## src/rtl/sar_seq_pkg.sv

```systemverilog
package sar_seq_pkg;

  typedef enum logic [1:0] {
    ST_ARMED = 2'd0,
    ST_CONV  = 2'd1,
    ST_DONE  = 2'd2,
    ST_WAIT  = 2'd3
  } seq_state_e;

endpackage

```

## src/rtl/sar_line_monitor.sv

```systemverilog
module sar_line_monitor #(
  parameter int CLEAR_WIDTH = 8
) (
  input  logic                               clk,
  input  logic                               rst,
  input  logic                               line_n_in,
  output logic                               line_hi,
  output logic [$clog2(CLEAR_WIDTH+1)-1:0]   high_run
);

  localparam int CW = $clog2(CLEAR_WIDTH + 1);
  localparam logic [CW-1:0] RUN_MAX = CW'(CLEAR_WIDTH);

  // Registered copy of the line and a saturating count of consecutive high samples
  always_ff @(posedge clk) begin
    if (rst) begin
      line_hi  <= 1'b1;
      high_run <= '0;
    end else begin
      line_hi <= line_n_in;
      if (!line_n_in) begin
        high_run <= '0;
      end else if (high_run != RUN_MAX) begin
        high_run <= high_run + CW'(1);
      end
    end
  end

  // a low sample always breaks the high run
  a_r8_run_breaks: assert property (@(posedge clk) disable iff (rst)
    !line_n_in |=> (high_run == '0));

endmodule

```

## src/rtl/sar_approx_core.sv

```systemverilog
module sar_approx_core #(
  parameter int WIDTH      = 8,
  parameter int BIT_CYCLES = 4
) (
  input  logic             clk,
  input  logic             rst,
  input  logic             start,
  input  logic             halt,
  input  logic             cmp_above,
  output logic [WIDTH-1:0] trial_code,
  output logic             busy,
  output logic             last_step,
  output logic [WIDTH-1:0] final_code
);

  localparam int PW = (BIT_CYCLES > 1) ? $clog2(BIT_CYCLES) : 1;
  localparam int IW = (WIDTH > 1) ? $clog2(WIDTH) : 1;
  localparam logic [PW-1:0]    PH_LAST  = PW'(BIT_CYCLES - 1);
  localparam logic [IW-1:0]    IDX_TOP  = IW'(WIDTH - 1);
  localparam logic [WIDTH-1:0] MSB_ONLY = {1'b1, {(WIDTH-1){1'b0}}};

  logic [PW-1:0]    phase;
  logic [IW-1:0]    idx;
  logic             step;
  logic [WIDTH-1:0] next_code;

  assign step      = busy && !halt && (phase == PH_LAST);
  assign last_step = step && (idx == '0);

  // Decision on the bit under test, then raise the next lower trial bit
  always_comb begin
    final_code = trial_code;
    if (cmp_above) final_code[idx] = 1'b0;
    next_code = final_code;
    if (idx != '0) next_code[idx - IW'(1)] = 1'b1;
  end

  always_ff @(posedge clk) begin
    if (rst) begin
      trial_code <= '0;
      idx        <= '0;
      phase      <= '0;
      busy       <= 1'b0;
    end else if (start) begin
      trial_code <= MSB_ONLY;
      idx        <= IDX_TOP;
      phase      <= '0;
      busy       <= 1'b1;
    end else if (busy) begin
      if (halt) begin
        busy <= 1'b0;
      end else if (step) begin
        phase      <= '0;
        trial_code <= next_code;
        if (idx == '0) busy <= 1'b0;
        else           idx  <= idx - IW'(1);
      end else begin
        phase <= phase + PW'(1);
      end
    end
  end

  // trial code only moves at a decision point or a fresh start
  a_r3_code_moves_on_step: assert property (@(posedge clk) disable iff (rst)
    (!start && !step) |=> $stable(trial_code));

  // bits below the one under test stay clear during a conversion
  a_r3_lower_bits_clear: assert property (@(posedge clk) disable iff (rst)
    busy |-> ((trial_code & ((WIDTH'(1) << idx) - WIDTH'(1))) == '0));

  // a start presents the most significant bit alone
  a_r2_start_msb: assert property (@(posedge clk) disable iff (rst)
    start |=> (trial_code == MSB_ONLY) && busy);

endmodule

```

## src/rtl/sar_out_stage.sv

```systemverilog
module sar_out_stage #(
  parameter int WIDTH    = 8,
  parameter int OE_DELAY = 3
) (
  input  logic             clk,
  input  logic             rst,
  input  logic             finish,
  input  logic [WIDTH-1:0] final_code,
  input  logic             blank,
  output logic             ready_n,
  output logic [WIDTH-1:0] data_q,
  output logic [WIDTH-1:0] data_oe
);

  localparam int DW = (OE_DELAY > 1) ? $clog2(OE_DELAY) : 1;
  localparam logic [DW-1:0] D_LAST = DW'(OE_DELAY - 1);

  logic          pending;
  logic          oe_on;
  logic [DW-1:0] dcnt;

  always_ff @(posedge clk) begin
    if (rst) begin
      ready_n <= 1'b1;
      oe_on   <= 1'b0;
      pending <= 1'b0;
      dcnt    <= '0;
      data_q  <= '0;
    end else if (finish) begin
      data_q  <= final_code;
      ready_n <= 1'b0;
      oe_on   <= 1'b0;
      pending <= 1'b1;
      dcnt    <= '0;
    end else if (blank) begin
      ready_n <= 1'b1;
      oe_on   <= 1'b0;
      pending <= 1'b0;
      dcnt    <= '0;
    end else if (pending) begin
      if (dcnt == D_LAST) begin
        oe_on   <= 1'b1;
        pending <= 1'b0;
      end else begin
        dcnt <= dcnt + DW'(1);
      end
    end
  end

  assign data_oe = {WIDTH{oe_on}};

  // the bus is never driven while data-ready is inactive
  a_r5_oe_needs_ready: assert property (@(posedge clk) disable iff (rst)
    oe_on |-> !ready_n);

  // enables follow data-ready, never on the same edge
  a_r5_oe_lags_ready: assert property (@(posedge clk) disable iff (rst)
    finish |=> !oe_on && !ready_n);

endmodule

```

## src/rtl/sar_conv_sequencer.sv

```systemverilog
module sar_conv_sequencer
  import sar_seq_pkg::*;
#(
  parameter int WIDTH       = 8,
  parameter int BIT_CYCLES  = 4,
  parameter int OE_DELAY    = 3,
  parameter int BLANK_DELAY = 5,
  parameter int CLEAR_WIDTH = 8
) (
  input  logic             clk,
  input  logic             rst,
  input  logic             blank_conv_n,
  input  logic             cmp_above,
  output logic [WIDTH-1:0] trial_code,
  output logic [WIDTH-1:0] result_q,
  output logic [WIDTH-1:0] result_oe,
  output logic             ready_n
);

  localparam int CW = $clog2(CLEAR_WIDTH + 1);
  localparam logic [CW-1:0] RUN_CLEAR = CW'(CLEAR_WIDTH);
  localparam logic [CW-1:0] RUN_BLANK = CW'(BLANK_DELAY);

  initial begin
    assert (BLANK_DELAY >= 1 && BLANK_DELAY < CLEAR_WIDTH && OE_DELAY >= 1 &&
            BIT_CYCLES >= 1 && WIDTH >= 2)
      else $error("sar_conv_sequencer: inconsistent parameters");
  end

  seq_state_e       state;
  logic             line_hi;
  logic [CW-1:0]    high_run;
  logic             start;
  logic             halt;
  logic             blank;
  logic             core_busy;
  logic             last_step;
  logic [WIDTH-1:0] final_code;

  sar_line_monitor #(.CLEAR_WIDTH(CLEAR_WIDTH)) line_i (
    .clk       (clk),
    .rst       (rst),
    .line_n_in (blank_conv_n),
    .line_hi   (line_hi),
    .high_run  (high_run)
  );

  assign start = (state == ST_ARMED) && !line_hi;
  assign halt  = (state == ST_CONV) && line_hi;
  assign blank = (state == ST_DONE) && line_hi && (high_run == RUN_BLANK);

  sar_approx_core #(.WIDTH(WIDTH), .BIT_CYCLES(BIT_CYCLES)) core_i (
    .clk        (clk),
    .rst        (rst),
    .start      (start),
    .halt       (halt),
    .cmp_above  (cmp_above),
    .trial_code (trial_code),
    .busy       (core_busy),
    .last_step  (last_step),
    .final_code (final_code)
  );

  sar_out_stage #(.WIDTH(WIDTH), .OE_DELAY(OE_DELAY)) out_i (
    .clk        (clk),
    .rst        (rst),
    .finish     (last_step),
    .final_code (final_code),
    .blank      (blank),
    .ready_n    (ready_n),
    .data_q     (result_q),
    .data_oe    (result_oe)
  );

  // Sequencing: armed -> converting -> done; halts and blanking park in WAIT until a long high
  always_ff @(posedge clk) begin
    if (rst) begin
      state <= ST_ARMED;
    end else begin
      unique case (state)
        ST_ARMED: if (!line_hi) state <= ST_CONV;
        ST_CONV: begin
          if (line_hi)        state <= ST_WAIT;
          else if (last_step) state <= ST_DONE;
        end
        ST_DONE:  if (blank) state <= ST_WAIT;
        ST_WAIT:  if (high_run == RUN_CLEAR) state <= ST_ARMED;
        default:  state <= ST_ARMED;
      endcase
    end
  end

  // data-ready and bus stay inactive throughout a conversion
  a_r2_quiet_in_conv: assert property (@(posedge clk) disable iff (rst)
    (state == ST_CONV) |-> ready_n && (result_oe == '0));

  // a high line mid-conversion freezes the code and the outputs
  a_r7_halt_holds: assert property (@(posedge clk) disable iff (rst)
    (state == ST_CONV && line_hi) |=> (state == ST_WAIT) && $stable(trial_code) &&
                                      $stable(result_q) && ready_n);

  // the result register only changes when a conversion completes
  a_r9_result_hold: assert property (@(posedge clk) disable iff (rst)
    (state != ST_CONV) |=> $stable(result_q));

  // a long enough high run after completion blanks the outputs
  a_r6_blank_effect: assert property (@(posedge clk) disable iff (rst)
    (state == ST_DONE && line_hi && high_run == RUN_BLANK) |=> ready_n && (result_oe == '0));

  // a conversion can only begin from the armed (cleared) state
  a_r8_start_from_armed: assert property (@(posedge clk) disable iff (rst)
    $rose(core_busy) |-> ($past(state) == ST_ARMED));

  // data-ready falls only at the end of a conversion
  a_r4_ready_from_conv: assert property (@(posedge clk) disable iff (rst)
    $fell(ready_n) |-> ($past(state) == ST_CONV));

endmodule

```

## config.mk

```make
export PLATFORM = sky130hd
export DESIGN_NAME = sar_conv_sequencer
export DESIGN_NICKNAME = d
export VERILOG_FILES = /design/src/rtl/sar_seq_pkg.sv /design/src/rtl/sar_line_monitor.sv /design/src/rtl/sar_approx_core.sv /design/src/rtl/sar_out_stage.sv /design/src/rtl/sar_conv_sequencer.sv
export SDC_FILE = /design/constraint.sdc
export NUM_CORES = 1
export LEC_CHECK = 0
export ABC_CLOCK_PERIOD_IN_PS = 2300
export BUFFER_PORTS_ARGS = -buffer_cell sky130_fd_sc_hd__buf_2
export CAP_MARGIN = 20
export CORE_UTILIZATION = 50
export DETAILED_ROUTE_END_ITERATION = 8
export PLACE_DENSITY = 0.72
export SYNTH_ARGS = -nofsm -noshare
export SYNTH_HDL_FRONTEND = slang
export SYNTH_SLANG_ARGS = --single-unit
```

## constraint.sdc

```tcl
create_clock -name clk -period 2.3 [get_ports clk]
set_input_delay 0.46 -clock clk [delete_from_list [all_inputs] [get_ports clk]]
set_output_delay 0.46 -clock clk [all_outputs]
set_load 0.005 [all_outputs]
```

==> impl_metrics.yaml, run 1 <==
outcome:
  status: "finished, final reports clean"
placed_design:
  place_hpwl_microns: 2490
  gp_congestion: 0.820
  post-place-cells: 262
  io_buffers: 28
  placed_cell_area_sq_mm: 0.00188
layout:
  stdcell_count: 270
  fin_area_sq_mm: 0.00196
  antenna_cells: 0
  final_common_cell: "dfxtp_1"
  drive_above_1_share: 0.228
  final_nets: 239
  area_growth_pct: 10.2
  layout_common_cells: "dfxtp_1, buf_2, a21oi_1, nand2_1"
  fill_cells: 329
clock_tree:
  cts_root_buffer: "clkbuf_4"
  cts_resized: 0
  cts_buffers: 5
  cts_tree: "built"
  postCtsHoldBufs: 0
  htree_num_levels: 2
  clock_latency_ps: 350
  cts.sinks: 34
  cts_setup_buffers: 0
  clk_path_buf_depth: 2
  clk_pin_slew_ps: 110
yosys:
  syn_area_sq_mm: 0.00178
  synth_fp_nets: 216
  synth_cell_types: 42
  yosys_warnings: 0
  synth-edff-count: 0
  ys_ff_latch: 34
  synth-seq-area-share: 0.383
  syn_area_per_cell_sq_um: 8.89
  ys_async_sr_fraction: 0
  synthFlopType: "dfxtp_1"
  syn_inst: 200
critical_path:
  worstPathArrival_ps: 2100
  path_cells: "inv_1 > ha_1 > a21bo_4 > or3_4 > o31ai_1 > a21oi_1"
  crit_slowest_cell: "dfxtp_1"
  critPathKind: "flip-flop to flip-flop"
  startpoint_type: "flip-flop"
  critPathMaxStageDelay_ps: 410
  crit_fanout: 8
  cp_num_buf_inv: 1
  cp-end-kind: "flip-flop"
  worstPathRequired_ps: 2530
  path_delay_family: "compound AO/OA/AOI/OAI gates"
floorplan:
  rows: 21
  die_height_microns: 61.6
  core_area_sq_mm: 0.00336
  die_w_microns: 61.6
  die-area_sq_mm: 0.00380
  pin_count: 29
  start_util: 0.529
timing:
  hold_viol: 0
  max_slew_margin: 0.701
  max_freq_mhz: 532
  rsz0062_at_grt: "false"
  fin_crit_sh: 0.817
  setup_viol: 0
  tightest_slew_ps: 449
  setup_tns_ps: 0
  fin_skew_ps: 10.0
  drv_slew: 0
  min_period_ps: 1880
flow_run:
  drv_cap: 0
pwr:
  vdd_drop_max_mv: 0.665
  finalPower_w: 0.00153
  p_per_area_mw_per_mm2: 780
  power_leakage_nw: 0.780
grt:
  grt_max_degree: 24
  first_global_vias: 1284
  grt_pass1_wl_microns: 5570
  grt.overflow.total: 0
  antenna_found_initial: 0
  grt_usage: 0.205
routing:
  postRouteAntennaNets: 0
  vias: 1444
  drtPass1Iterations: 4
  routed_wl_microns: 3460
  viasPerCell: 5.35
  drtIter0Drc: 87
  drc: 0
  wl_per_cell_microns: 12.8
hold_path:
  hold_path.class: "input pin to flip-flop"
[layout make-up]
| cell class | instances | area [sq um] | area share |
|---|---|---|---|
| inverters | 11 | 41.3 | 0.0211 |
| clock buffers | 5 | 37.5 | 0.0192 |
| repair buffers | 30 | 155 | 0.0792 |
| well taps | 46 | 57.6 | 0.0294 |
| multi-input cells | 141 | 947 | 0.483 |
| clock inverters | 3 | 40.0 | 0.0204 |
| flip-flops and latches | 34 | 681 | 0.347 |
[synthesized netlist by cell type, types with 2 or more instances]
cell      number  area (sq um)
a21oi_1       24           120
o31ai_1        2          15.0
ha_1          12           150
or3_4          3          33.8
xnor2_1        4          35.0
nand2b_1       8          50.1
buf_6          2          22.5
a31oi_1        2          12.5
nand2_1       22          82.6
o311ai_0       2          17.5
clkbuf_1       2          7.51
a211oi_1       2          15.0
or3_1          2          12.5
nand4b_1       2          17.5
buf_4          8          60.1
o211ai_1       6          45.0
mux2i_1        2          20.0
or2_2          2          12.5
inv_1         11          41.3
nor3_4         2          32.5
nand3_1        7          35.0
o21ai_0        8          40.0
dfxtp_1       34           681
nor2_1        12          45.0
xor2_1         2          17.5
[path summary, 6_finish.rpt]
check | slack [ps] | start | end | cells after the start
setup / recovery | 420 | state[1] | core_i.trial_code[1] | 6
hold / removal | 310 | blank_conv_n | line_i.line_hi | 2
setup reg to reg | 420 | state[1] | core_i.trial_code[1] | 6
hold reg to reg | 450 | out_i.data_q[5] | out_i.data_q[5] | 2
[through the flow]
stage / utilization / hold slack, ps / setup slack (ps)
final: 0.583 / 308 / 421
after global routing: 0.583 / 305 / 341
after CTS: 0.583 / 298 / 416
after detailed placement: 0.560 / 442 / 440
after global placement: 0.560 / 437 / 496
after floorplan: - / 437 / 581
[where the power goes]
| part | leakage (nW) | internal [W] | switching (W) | total, W |
|---|---|---|---|---|
| sequential | 0.276 | 0.000629 | 0.0000525 | 0.000682 |
| clock | 0.0450 | 0.000225 | 0.000214 | 0.000439 |
| combinational | 0.459 | 0.000159 | 0.000249 | 0.000407 |
| total | 0.780 | 0.00101 | 0.000515 | 0.00153 |
[cell families after synthesis]
logic type               synth area share
AO/OA/AOI/OAI                       0.191
XOR/XNOR                           0.0296
adder cells (fa/ha/maj)            0.0844
buffers and inverters              0.0844
flip-flops                          0.383
multiplexers                       0.0113
AND/OR/NAND/NOR                     0.216
[sequential cells by signal, indices dropped and copies added (netlist names)]
register,cells
out_i.dcnt,2
line_i.line_hi,1
core_i.busy,1
line_i.high_run,4
core_i.trial_code,8
state,2
out_i.pending,1
out_i.data_q,8
core_i.phase,2
out_i.ready_n,1
core_i.idx,3
out_i.oe_on,1
[layer usage]
layer  global-route usage  up-vias  routed length [microns]
met5                    0        -                        0
met4                0.105        0                       62
met3               0.0504        6                      138
met2                0.341       38                     1660
met1                0.246      662                     1600
li1                     -      738                        -
[worst reg2reg max path: stages (launching register included)]
cell,delay (ps)
dfxtp_1,410
inv_1,100
ha_1,260
a21bo_4,290
or3_4,400
o31ai_1,210
a21oi_1,90
Note: power is estimated with default switching activity, not from simulation.
==> run 2, diff against run 1 <==
--- a/config.mk
+++ b/config.mk
@@ -5,7 +5,7 @@
 export SDC_FILE = /design/constraint.sdc
 export NUM_CORES = 1
 export LEC_CHECK = 0
-export ABC_CLOCK_PERIOD_IN_PS = 2300
+export ABC_CLOCK_PERIOD_IN_PS = 1850
 export BUFFER_PORTS_ARGS = -buffer_cell sky130_fd_sc_hd__buf_2
 export CAP_MARGIN = 20
 export CORE_UTILIZATION = 50
==> constraint.sdc (replaced) <==
create_clock -name clk -period 1.85 [get_ports clk]
set_input_delay 0.37 -clock clk [delete_from_list [all_inputs] [get_ports clk]]
set_output_delay 0.37 -clock clk [all_outputs]
set_load 0.005 [all_outputs]
==> run 2 against run 1 <==
- via count about the same
- sequential share of layout area decreased by 0.78 points
- routed wire length rose by 2.2%
- first-iteration DRC count shrank 16%
- sequential power up 22%
- total power increased by 28%
- core utilization grew 1.3 points
- critical path type unchanged
==> impl_metrics.yaml, run 2 (synthesized netlist as in run 1, its figures left out) <==
grt:
  grt_pass1_wl_microns: 5530
  grt_max_degree: 24
  grt_usage: 0.206
  grt.overflow.total: 0
  antenna_found_initial: 0
  first_global_vias: 1197
clock_tree:
  cts_buffers: 5
  cts.sinks: 34
  cts_tree: "built"
  cts_root_buffer: "clkbuf_4"
  htree_num_levels: 2
  cts_setup_buffers: 0
  clk_path_buf_depth: 2
  clk_pin_slew_ps: 110
  clock_latency_ps: 350
layout:
  drive_above_1_share: 0.249
  area_growth_pct: 12.7
  layout_common_cells: "dfxtp_1, buf_2, a21oi_1, nand2_1, nor2_1"
  final_common_cell: "dfxtp_1"
  top_regs: "core_i.trial_code (8), out_i.data_q (8), line_i.high_run (4)"
  final_nets: 244
  antenna_cells: 0
routing:
  vias: 1443
  routed_wl_microns: 3540
  drtPass1Iterations: 4
  postRouteAntennaNets: 0
  wl_per_cell_microns: 12.9
  drc: 0
  drtIter0Drc: 73
  viasPerCell: 5.25
critical_path:
  startpoint_type: "flip-flop"
  cp-end-kind: "flip-flop"
  crit_slowest_cell: "or3_4"
  critPathMaxStageDelay_ps: 400
  crit_fanout: 8
  path_cells: "inv_1 > ha_2 > a21bo_4 > or3_4 > o31ai_1 > a21oi_1"
  worstPathRequired_ps: 2090
  critPathKind: "flip-flop to flip-flop"
  ff2ff_path_depth: 6
  worstPathArrival_ps: 1970
timing:
  min_period_ps: 1740
  tightest_slew_ps: 469
  fin_crit_sh: 0.939
  fin_skew_ps: 14.3
  setup_tns_ps: 0
  rsz0062_at_grt: "false"
  drv_slew: 0
  max_slew_margin: 0.687
  hold_viol: 0
  setup_viol: 0
  max_freq_mhz: 576
floorplan:
  die_height_microns: 61.6
  core_area_sq_mm: 0.00336
  die_w_microns: 61.6
  rows: 21
  pin_count: 29
  die-area_sq_mm: 0.00380
  start_util: 0.529
placed_design:
  gp_congestion: 0.823
  place_hpwl_microns: 2560
  io_buffers: 28
outcome:
  status: "finished, final reports clean"
hold_path:
  hold_depth: 2
  hold_path.class: "input pin to flip-flop"
pwr:
  power_leakage_nw: 0.795
  p_per_area_mw_per_mm2: 974
  vdd_drop_max_mv: 0.827
  finalPower_w: 0.00195
flow_run:
  drv_cap: 0
## run 2: per-layer routing
layer,wire (microns),up-vias,GRT usage
li1,-,753,-
met1,1680,652,0.264
met2,1680,34,0.327
met3,149,4,0.0504
met4,30,0,0.0952
met5,0,-,0
## run 2: repair_timing
item                                    in CTS  in global routing
gates resized for setup                      0                  2
endpoints found under the setup margin       0                  5
hold buffers                                 0                  0
## run 2: through the flow
| stage | setup WS, ps | instances | area (sq um) | utilization | hold slack (ps) |
|---|---|---|---|---|---|
| global route | 20.9 | 275 | 2000 | 0.596 | 214 |
| finish | 113 | 275 | 2000 | 0.596 | 218 |
| CTS | 12.5 | 275 | 2000 | 0.595 | 210 |
| global placement | 167 | 267 | 1920 | 0.571 | 437 |
| floorplan | 131 | 200 | 1780 | - | 437 |
| detailed placement | 85.8 | 267 | 1920 | 0.571 | 440 |
## run 2: final timing paths
| kind | from | to | slack (ps) |
|---|---|---|---|
| hold reg to reg | out_i.data_q[5] | out_i.data_q[5] | 450 |
| setup reg to reg | state[1] | core_i.trial_code[1] | 110 |
| hold / removal | blank_conv_n | line_i.line_hi | 220 |
| setup / recovery | state[1] | core_i.trial_code[1] | 110 |
## run 2: cell type report
type                    instances  area [sq um]
inverters                      11          41.3
multi-input cells             141           950
well taps                      46          57.6
clock inverters                 3          45.0
fillers                       356          1360
clock buffers                   5          37.5
repair buffers                 35           193
flip-flops and latches         34           681
## run 2: power breakdown
part           switching [W]  internal [W]
clock network       0.000276      0.000283
logic               0.000332      0.000227
registers          0.0000521      0.000782
total               0.000660       0.00129
## run 2: worst max-delay path: cells and delay by family, from the launching register on
kind / cells / cell delay [ps]
buffers and inverters: 1 / 80
adder cells (fa/ha/maj): 1 / 210
flip-flops: 1 / 350
AND/OR/NAND/NOR: 1 / 400
AO/OA/AOI/OAI: 3 / 580
